===== config.mk =====
export PLATFORM = sky130hd
export DESIGN_NAME = blkxfer_seq
export DESIGN_NICKNAME = d
export VERILOG_FILES = /design/src/rtl/blkxfer_pkg.sv /design/src/rtl/blkxfer_cfg.sv /design/src/rtl/blkxfer_cnt.sv /design/src/rtl/blkxfer_fsm.sv /design/src/rtl/blkxfer_seq.sv
export SDC_FILE = /design/constraint.sdc
export NUM_CORES = 1
export LEC_CHECK = 0
export BUFFER_PORTS_ARGS = -buffer_cell sky130_fd_sc_hd__buf_4
export CAP_MARGIN = 5
export CORE_MARGIN = 1.5
export CORE_UTILIZATION = 35
export CTS_CLUSTER_DIAMETER = 100
export DETAILED_ROUTE_END_ITERATION = 8
export GPL_TIMING_DRIVEN = 0
export SYNTH_ARGS = -nofsm -noshare
export SYNTH_HDL_FRONTEND = slang
export SYNTH_SLANG_ARGS = --single-unit

===== constraint.sdc =====
create_clock -name clk -period 2.55 [get_ports clk]
set_input_delay 0.255 -clock clk [delete_from_list [all_inputs] [get_ports clk]]
set_output_delay 0.255 -clock clk [all_outputs]
set_load 0.01 [all_outputs]

===== src/rtl/blkxfer_pkg.sv =====
package blkxfer_pkg;
  localparam int MODE_W   = 8;
  localparam int MB_DMA   = 0;
  localparam int MB_CNTEN = 1;
  localparam int MB_ASTOP = 2;
  localparam int MB_DIR   = 4;
  localparam int MB_MULTI = 5;
  localparam int MB_DP    = 6;
  localparam logic [MODE_W-1:0] MODE_KEEP = (MODE_W'(1) << MB_DMA) | (MODE_W'(1) << MB_CNTEN) |
                                            (MODE_W'(1) << MB_ASTOP) | (MODE_W'(1) << MB_DIR) |
                                            (MODE_W'(1) << MB_MULTI) | (MODE_W'(1) << MB_DP);

  typedef enum logic [1:0] {ST_IDLE, ST_DATA, ST_STOP, ST_HALT} seq_state_e;
endpackage


===== src/rtl/blkxfer_cfg.sv =====
module blkxfer_cfg
  import blkxfer_pkg::*;
#(
  parameter int CNT_W = 16
) (
  input  logic              clk,
  input  logic              rst_n,
  input  logic              busy,
  input  logic              mode_wr,
  input  logic [MODE_W-1:0] mode_wdata,
  input  logic              count_wr,
  input  logic [CNT_W-1:0]  count_wdata,
  output logic [MODE_W-1:0] mode_q,
  output logic [CNT_W-1:0]  count_q
);
  always_ff @(posedge clk or negedge rst_n) begin
    if (!rst_n) begin
      mode_q  <= '0;
      count_q <= '0;
    end else if (!busy) begin
      if (mode_wr)  mode_q  <= mode_wdata & MODE_KEEP;
      if (count_wr) count_q <= count_wdata;
    end
  end


  cfg_frozen_chk: assert property (@(posedge clk) disable iff (!rst_n)
    busy |=> ($stable(mode_q) && $stable(count_q)));
endmodule


===== src/rtl/blkxfer_cnt.sv =====
module blkxfer_cnt #(
  parameter int CNT_W = 16
) (
  input  logic             clk,
  input  logic             rst_n,
  input  logic             load,
  input  logic [CNT_W-1:0] load_val,
  input  logic             dec,
  output logic [CNT_W-1:0] cnt,
  output logic             at_one
);
  localparam logic [CNT_W-1:0] ONE = CNT_W'(1);

  always_ff @(posedge clk or negedge rst_n) begin
    if (!rst_n)                   cnt <= '0;
    else if (load)                cnt <= load_val;
    else if (dec && cnt != '0)    cnt <= cnt - ONE;
  end

  assign at_one = (cnt == ONE);


  cnt_step_chk: assert property (@(posedge clk) disable iff (!rst_n)
    (dec && !load && cnt != '0) |=> (cnt == $past(cnt) - ONE));

  cnt_hold_chk: assert property (@(posedge clk) disable iff (!rst_n)
    (!dec && !load) |=> $stable(cnt));
endmodule


===== src/rtl/blkxfer_fsm.sv =====
module blkxfer_fsm
  import blkxfer_pkg::*;
(
  input  logic clk,
  input  logic rst_n,
  input  logic start,
  input  logic st_multi,
  input  logic st_cnten,
  input  logic st_dma,
  input  logic st_zero,
  input  logic cur_multi,
  input  logic cur_cnten,
  input  logic cur_astop,
  input  logic block_done,
  input  logic cnt_at_one,
  input  logic abort,
  input  logic stop_ack,
  output logic load,
  output logic dec,
  output logic stop_req,
  output logic busy,
  output logic done,
  output logic dma_start
);
  seq_state_e state_q, state_d;
  logic       done_ev, dma_ev, counted, last_blk, zero_case;

  assign counted   = cur_multi ? cur_cnten : 1'b1;
  assign zero_case = st_multi && st_cnten && st_zero;
  assign dec       = (state_q == ST_DATA) && block_done && counted && !abort;
  assign last_blk  = dec && cnt_at_one;

  always_comb begin
    state_d = state_q;
    load    = 1'b0;
    done_ev = 1'b0;
    dma_ev  = 1'b0;
    unique case (state_q)
      ST_IDLE: if (start) begin
        if (zero_case) begin
          done_ev = 1'b1;
        end else begin
          state_d = ST_DATA;
          load    = 1'b1;
          dma_ev  = st_dma;
        end
      end
      ST_DATA: begin
        if (abort)                      state_d = ST_IDLE;
        else if (last_blk) begin
          if (cur_multi && cur_astop)   state_d = ST_STOP;
          else if (cur_multi)           state_d = ST_HALT;
          else begin
            state_d = ST_IDLE;
            done_ev = 1'b1;
          end
        end
      end
      ST_STOP: begin
        if (abort)                      state_d = ST_IDLE;
        else if (stop_ack) begin
          state_d = ST_IDLE;
          done_ev = 1'b1;
        end
      end
      ST_HALT: if (abort)               state_d = ST_IDLE;
      default:                          state_d = ST_IDLE;
    endcase
  end

  always_ff @(posedge clk or negedge rst_n) begin
    if (!rst_n) begin
      state_q   <= ST_IDLE;
      done      <= 1'b0;
      dma_start <= 1'b0;
    end else begin
      state_q   <= state_d;
      done      <= done_ev;
      dma_start <= dma_ev;
    end
  end

  assign stop_req = (state_q == ST_STOP);
  assign busy     = (state_q != ST_IDLE);


  stop_hold_chk: assert property (@(posedge clk) disable iff (!rst_n)
    (stop_req && !stop_ack && !abort) |=> stop_req);

  done_wait_chk: assert property (@(posedge clk) disable iff (!rst_n)
    (stop_req && !stop_ack) |=> !done);

  done_idle_chk: assert property (@(posedge clk) disable iff (!rst_n)
    done |-> !busy);

  dma_busy_chk: assert property (@(posedge clk) disable iff (!rst_n)
    dma_start |-> busy);

  abort_idle_chk: assert property (@(posedge clk) disable iff (!rst_n)
    (busy && abort) |=> (!busy && !done && !stop_req));

  halt_keep_chk: assert property (@(posedge clk) disable iff (!rst_n)
    (state_q == ST_HALT && !abort) |=> (state_q == ST_HALT));
endmodule


===== src/rtl/blkxfer_seq.sv =====
module blkxfer_seq
  import blkxfer_pkg::*;
#(
  parameter int CNT_W = 16
) (
  input  logic              clk,
  input  logic              rst_n,
  input  logic              mode_wr,
  input  logic [MODE_W-1:0] mode_wdata,
  input  logic              count_wr,
  input  logic [CNT_W-1:0]  count_wdata,
  input  logic              block_done,
  input  logic              abort,
  output logic              stop_req,
  input  logic              stop_ack,
  output logic              dma_start,
  output logic              busy,
  output logic              done,
  output logic              dir,
  output logic [MODE_W-1:0] mode_rd,
  output logic [CNT_W-1:0]  blocks_left
);
  logic [MODE_W-1:0] mode_q;
  logic [CNT_W-1:0]  count_q, load_val;
  logic              start, load, dec, at_one;

  assign start    = mode_wr && mode_wdata[MB_DP];
  assign load_val = mode_wdata[MB_MULTI] ? count_q : CNT_W'(1);
  assign mode_rd  = mode_q;
  assign dir      = mode_q[MB_DIR];

  blkxfer_cfg #(.CNT_W(CNT_W)) cfg_i (
    .clk(clk), .rst_n(rst_n), .busy(busy),
    .mode_wr(mode_wr), .mode_wdata(mode_wdata),
    .count_wr(count_wr), .count_wdata(count_wdata),
    .mode_q(mode_q), .count_q(count_q)
  );

  blkxfer_cnt #(.CNT_W(CNT_W)) cnt_i (
    .clk(clk), .rst_n(rst_n), .load(load), .load_val(load_val),
    .dec(dec), .cnt(blocks_left), .at_one(at_one)
  );

  blkxfer_fsm fsm_i (
    .clk(clk), .rst_n(rst_n), .start(start),
    .st_multi(mode_wdata[MB_MULTI]), .st_cnten(mode_wdata[MB_CNTEN]),
    .st_dma(mode_wdata[MB_DMA]), .st_zero(count_q == '0),
    .cur_multi(mode_q[MB_MULTI]), .cur_cnten(mode_q[MB_CNTEN]),
    .cur_astop(mode_q[MB_ASTOP]),
    .block_done(block_done), .cnt_at_one(at_one), .abort(abort),
    .stop_ack(stop_ack), .load(load), .dec(dec), .stop_req(stop_req),
    .busy(busy), .done(done), .dma_start(dma_start)
  );
endmodule


==> results of run 1 <==
metrics by stage:
step / TNS [ps] / power, W
after detailed placement: -883 / 0.00161
after global placement: -38.8 / 0.00160
after CTS: 0 / 0.00204
after floorplan: 0 / 0.00131
after global routing: 0 / 0.00216
final: 0 / 0.00201
cells in the mapped netlist, types with 4 or more instances:
master / instances
nor3_1: 7
clkbuf_1: 6
nor3b_1: 4
mux2i_1: 9
nor4_1: 9
buf_4: 6
a22oi_1: 4
nand2_1: 19
inv_1: 6
or4_1: 4
mux2_2: 21
a21oi_1: 6
xnor2_1: 8
nor2_1: 6
dfrtp_1: 42
o21ai_0: 5
cell usage in the layout (no fill, tap or decap), types with 4 or more instances in the layout:
master,n
nor4_1,9
nand2_1,19
nor2_1,6
a22oi_1,4
nor3_1,7
buf_4,60
or4_1,4
dfrtp_1,41
o21ai_0,5
clkbuf_1,6
clkbuf_8,6
mux2i_1,9
inv_1,6
xnor2_1,8
mux2_2,21
a21oi_1,6
timing repair:
item                                   4_1_cts  5_1_grt
hold buffers                                 1        0
setup endpoints to repair                   12        1
endpoints found under the hold margin       42        0
gates resized for setup                      1        1
cell type report:
class                      count  area, um2
buffer                        15       82.6
clock buffer                   6       82.6
fill                         609       3180
inverter                       6       22.5
multi-input combinational    143       1030
sequential                    42       1050
tap                           75       93.8
timing repair buffer          55        415
critical path, cell delays in order, from the launching register on:
cell	delay [ps]
dfrtp_1	450
or4_1	570
or3_1	400
or4_1	400
buf_2	170
o31ai_1	210
a22oi_1	120
kinds of logic (layout without fill, tap and decap cells):
logic type	after synthesis	after routing
other	1	2
XOR/XNOR	8	8
AO/OA/AOI/OAI	29	29
multiplexers	30	30
buffers and inverters	21	82
AND/OR/NAND/NOR	71	71
flip-flops	42	42
adder cells (fa/ha/maj)	3	3
state kept, by name, indices dropped and copies added (netlist names):
| signal | cells |
|---|---|
| fsm_i.state_q | 2 |
| cfg_i.count_q | 16 |
| cfg_i.mode_q | 6 |
| fsm_i.done | 1 |
| fsm_i.dma_start | 1 |
| cnt_i.cnt | 16 |
power groups by stage:
stage	combinational, W	clock, W	sequential (W)
detailed placement	0.000637	0	0.000975
global placement	0.000629	0	0.000970
finish	0.000635	0.000416	0.000965
CTS	0.000641	0.000436	0.000962
floorplan	0.000338	0	0.000973
global route	0.000694	0.000473	0.000989
how the worst max path moves through the flow:
stage	start	cells past startpoint	endpoint
2_1_floorplan	cnt_i.cnt[2]$_DFFE_PN0P_	6	cnt_i.cnt[13]$_DFFE_PN0P_
3_3_place_gp	fsm_i.state_q[1]$_DFFE_PN0P_	6	cnt_i.cnt[12]$_DFFE_PN0P_
3_5_place_dp	fsm_i.state_q[1]$_DFFE_PN0P_	6	cnt_i.cnt[12]$_DFFE_PN0P_
6_report	cnt_i.cnt[2]$_DFFE_PN0P_	6	cnt_i.cnt[11]$_DFFE_PN0P_
4_1_cts	cnt_i.cnt[2]$_DFFE_PN0P_	6	cnt_i.cnt[11]$_DFFE_PN0P_
5_1_grt	cnt_i.cnt[2]$_DFFE_PN0P_	6	cnt_i.cnt[13]$_DFFE_PN0P_
routing by layer:
metal  vias to the layer above  wire length [um]  track usage
li1                        863                 -            -
met1                       845              2450        0.226
met2                        34              2450        0.265
met3                         2               192       0.0344
met4                         0                34       0.0508
met5                         -                 0            0
==> results by group, run 1 <==
Clock network
  • CTS Sinks: 42
  • CTS Buf Count: 5
  • Longest Clk Path Bufs: 2
  • H-tree depth: 2
  • CTS clock-pin slew for the worst setup and hold paths: 80 ps
  • Root Buffer: clkbuf_8
  • Insertion delay to the later sink of the worst-skew pair: 290 ps
  • Setup Buffers After CTS: 0
  • CTS tree: built

Yosys
  • Synth Area per Inst: 10.6 um2
  • Primary FF master, synth: dfrtp_1
  • Post-synth EDFFs: 0
  • Synth area leader: dfrtp_1
  • Post-synthesis sequential area ratio: 0.482
  • Post-synthesis compound-gate area fraction: 0.0896
  • XOR/XNOR Fraction of Synth Area: 0.0322
  • Synthesized cell area: 0.00218 mm2
  • Largest family of logic cells by synthesized area: simple AND/OR/NAND/NOR gates
  • Asr flop ratio synth: 1.00
  • Distinct cell type count after synthesis: 40
  • Top post-synthesis cells by area: dfrtp_1 48%, mux2_2 11%, mux2i_1 4.1%
  • Simple-gate share of the synthesized area: 0.179
  • Number of synthesized register bits: 42
  • Mapped Cells: 205
  • Ys Warns: 0
  • Post-synthesis mux area share: 0.150
  • Adder-Cell Fraction of Synth Area: 0.0172
  • Top-area cell type share of the netlist area: 0.482

Setup path
  • Reg-to-Reg Start: cnt_i.cnt[2]$_DFFE_PN0P_
  • R2r worst-path depth: 6
  • Worst Setup End Kind: flip-flop
  • Crit Path Category: reg -> reg
  • Worst-path fanout max: 7
  • Worst Setup Start Kind: flip-flop
  • WP data arrival: 2600 ps
  • Flop2flop setup slack: 110 ps
  • Critical path required time: 2710 ps
  • FF-to-FF End: cnt_i.cnt[11]$_DFFE_PN0P_

STA
  • Unrepaired setup endpoints after global routing: no
  • Clock Skews: 6.15 ps
  • Final Max Tran Viols: 0
  • Crit share post-route: 0.955
  • Worst setup margin: 113 ps
  • Worst rel slew slack: 0.544
  • Final Hold Viols: 0
  • Min cycle time layout: 2440 ps
  • F_max: 410 MHz
  • # setup viols final: 0
  • Worst-margin pin slew: 681 ps
  • Fin Hold WS: 131 ps

Outcome
  • Status: finished clean

Global routing
  • Remaining global-route overflow: 0
  • Number of global-route vias before repair: 1691
  • Largest net degree at the start of global routing: 43
  • First-pass GRT wire length: 8310 um
  • Initial antenna violation count: 0
  • GRT Overall Usage: 0.166

Routing
  • DR vias/cell: 5.10
  • Final antenna-violating net count: 0
  • DRC Markers: 0
  • DR WL/cell: 15.0 um
  • Total Wirelength: 5130 um
  • Initial DRT Pass Iterations: 4
  • Via count: 1744
  • Initial drt markers: 98

Pwr
  • Worst VDD drop: 330 uV
  • NetSw: 0.000652 W
  • Comb pwr share: 0.315
  • PwrDens: 725 mW/mm2
  • P_leak: 1.23 nW
  • Clock power frac: 0.206
  • Flop pwr share: 0.479
  • Internal: 0.00136 W
  • Sw frac: 0.323

Layout
  • Number of antenna diodes: 0
  • Final Util: 0.467
  • Area grow syn2layout: 27.6%
  • Layout cells sized above 1: 0.367
  • Layout Nets: 302
  • Post-Layout Cell Count: 342
  • Final std cell area, no fill: 0.00278 mm2

Min path
  • Min-delay worst type: in -> reg
  • Hold path cells: 2
  • Hold endpoint: fsm_i.state_q[1]$_DFFE_PN0P_
  • Hold path start: abort

Placement
  • Post-Place Worst Slack: -126 ps
  • Placed wire-length estimate: 3890 um
  • Placed cells: 335
  • Routability cong.: 0.786
  • Post-DP Area: 0.00268 mm2
  • Port bufs: 54

Floorplan
  • Die width: 81.9 um
  • Die Ht: 81.9 um
  • Starting Density: 0.366
  • Row count: 28
  • Top-level port count: 60
  • CORE AREA: 0.00596 mm2
  • Die area: 0.00671 mm2

Job
  • Max Cap Violations: 0
No activity file was read; power rests on OpenSTA's default activity.
==> inputs of run 2 (changes only) <==
--- a/config.mk
+++ b/config.mk
@@ -7,7 +7,7 @@
 export LEC_CHECK = 0
 export BUFFER_PORTS_ARGS = -buffer_cell sky130_fd_sc_hd__buf_4
 export CAP_MARGIN = 5
-export CORE_MARGIN = 1.5
+export CORE_MARGIN = 2
 export CORE_UTILIZATION = 35
 export CTS_CLUSTER_DIAMETER = 100
 export DETAILED_ROUTE_END_ITERATION = 8
==> run 2 against run 1 <==
  * Clock power increased by 12%
  * Critical path depth did not move
  * Via count increased by 0.80%
  * Clock skew fell by 0.60 ps
  * Core utilization increased by 0.38 points
  * Hold slack worse by 8.3 ps
  * Cell count grew 0.58%
  * Clock-buffer cell count is the same
  * Register-to-register slack about the same
  * Critical path type unchanged
==> results by group, run 2 (synthesis results as in run 1) <==
Outcome
  • Status: finished clean

Layout
  • Layout cells sized above 1: 0.379
  • Area grow syn2layout: 28.7%
  • Layout Nets: 302
  • Most frequent cells in the layout: 60 x buf_4, 40 x dfrtp_1, 21 x mux2_2
  • Multi-input gate area: 0.00104 mm2
  • Sequential standard cell area: 0.00105 mm2
  • Post-Layout Cell Count: 344
  • Largest regs: cfg_i.count_q (16), cnt_i.cnt (16), cfg_i.mode_q (6)
  • Most common cell after layout, fill and taps aside: buf_4
  • Number of antenna diodes: 0
  • Layout fillers: 592

Routing
  • DR vias/cell: 5.11
  • DRC Markers: 0
  • Initial drt markers: 85
  • DR WL/cell: 14.9 um
  • Via count: 1758
  • Final antenna-violating net count: 0
  • Total Wirelength: 5120 um
  • Initial DRT Pass Iterations: 4

Placement
  • Routability cong.: 0.797
  • Port bufs: 54
  • Post-Place Worst Slack: -53.0 ps
  • Placed wire-length estimate: 3870 um
  • Placed cells: 335

Setup path
  • Crit Path Category: reg -> reg
  • Most common cell type on the critical path: or4_1
  • Max incr delay on CP: 550 ps
  • Max stage delay cell, worst path: or4_1
  • Crit-path cells: or4_1 -> or3_1 -> or4_1 -> buf_2 -> o31ai_2 -> a22oi_1
  • Worst Setup Start Kind: flip-flop
  • Worst-path fanout max: 7
  • Critical path required time: 2720 ps
  • Worst Setup End Kind: flip-flop
  • WP data arrival: 2600 ps

STA
  • Worst setup margin: 122 ps
  • Setup TNS Final: 0 ps
  • F_max: 412 MHz
  • Worst rel slew slack: 0.572
  • Final Max Tran Viols: 0
  • # setup viols final: 0
  • Unrepaired setup endpoints after global routing: no
  • Min cycle time layout: 2430 ps
  • Worst-margin pin slew: 640 ps
  • Final Hold Viols: 0
  • Clock Skews: 5.55 ps
  • Crit share post-route: 0.952
  • Fin Hold WS: 123 ps

Floorplan
  • Top-level port count: 60
  • Die width: 82.9 um
  • CORE AREA: 0.00596 mm2
  • Row count: 28
  • Starting Density: 0.366
  • Die area: 0.00687 mm2
  • Die Ht: 82.9 um

Global routing
  • Largest net degree at the start of global routing: 43
  • GRT Overall Usage: 0.152
  • Remaining global-route overflow: 0
  • Number of global-route vias before repair: 1738
  • Initial antenna violation count: 0
  • First-pass GRT wire length: 8380 um

Pwr
  • P_leak: 1.24 nW
  • Worst VDD drop: 247 uV
  • PwrDens: 738 mW/mm2

Clock network
  • CTS tree: built
  • CTS Buf Count: 5
  • Setup Buffers After CTS: 0
  • Root Buffer: clkbuf_8
  • CTS clock-pin slew for the worst setup and hold paths: 80 ps
  • CTS Sinks: 42
  • Insertion delay to the later sink of the worst-skew pair: 300 ps
  • H-tree depth: 2
  • Longest Clk Path Bufs: 2

Min path
  • Min-delay worst type: in -> reg

Job
  • Max Cap Violations: 0
run 2: cell types whose count changed in the layout (fill, tap and decap cells not counted):
cell        before  now
clkinvlp_4       0    1
inv_6            0    1
dfrtp_1         41   40
dfrtp_2          1    2
o31ai_2          0    1
o31ai_1          3    2
run 2: area by class of cell:
type / instances / share of cell area
tap: 75 / 0.0335
inverter: 6 / 0.00804
sequential: 42 / 0.376
buffer: 15 / 0.0295
clock inverter: 2 / 0.00580
clock buffer: 6 / 0.0295
multi-input combinational: 143 / 0.370
timing repair buffer: 55 / 0.148
run 2: critical path: cells and delay by family (launching register included):
kind	cells	cell delay, ps
and+or+nand+nor	3	1340
DFF	1	460
AOI/OAI and AO/OA	2	320
buffers and inverters	1	170
run 2: worst paths after layout:
path / start / end / slack [ps] / depth (start not counted)
worst max-delay path: cnt_i.cnt[2]$_DFFE_PN0P_ / cnt_i.cnt[13]$_DFFE_PN0P_ / 120 / 6
worst min-delay path: abort / fsm_i.state_q[1]$_DFFE_PN0P_ / 120 / 2
worst max register to register: cnt_i.cnt[2]$_DFFE_PN0P_ / cnt_i.cnt[13]$_DFFE_PN0P_ / 120 / 6
worst min register to register: cfg_i.count_q[0]$_DFFE_PN0P_ / cfg_i.count_q[0]$_DFFE_PN0P_ / 520 / 1
max in group asynchronous: rst_n / cnt_i.cnt[0]$_DFFE_PN0P_ / 1690 / 2
min in group asynchronous: rst_n / cfg_i.count_q[2]$_DFFE_PN0P_ / 460 / 2
run 2: report_power, final:
part	total, W	switching, W	internal [W]
clock	0.000467	0.000244	0.000223
sequential	0.000967	0.000162	0.000805
combinational	0.000633	0.000282	0.000351
total	0.00207	0.000688	0.00138
run 2: through the flow:
stage | cell area (um2) | power, W | util
floorplan | 2180 | 0.00131 | -
global placement | 2680 | 0.00160 | 0.450
detailed placement | 2680 | 0.00161 | 0.450
CTS | 2800 | 0.00209 | 0.469
global route | 2800 | 0.00219 | 0.471
finish | 2800 | 0.00207 | 0.471
run 2: timing repair:
item	CTS	global route
hold buffers	1	0
endpoints found under the setup margin	7	2
hold endpoints to repair	42	0
resized for setup	1	3
run 2: layer usage:
metal  track usage  wire length (um)  up-vias
li1              -                 -      858
met1         0.203              2320      850
met2         0.240              2530       44
met3        0.0338               199        6
met4        0.0581                70        0
met5             0                 0        -
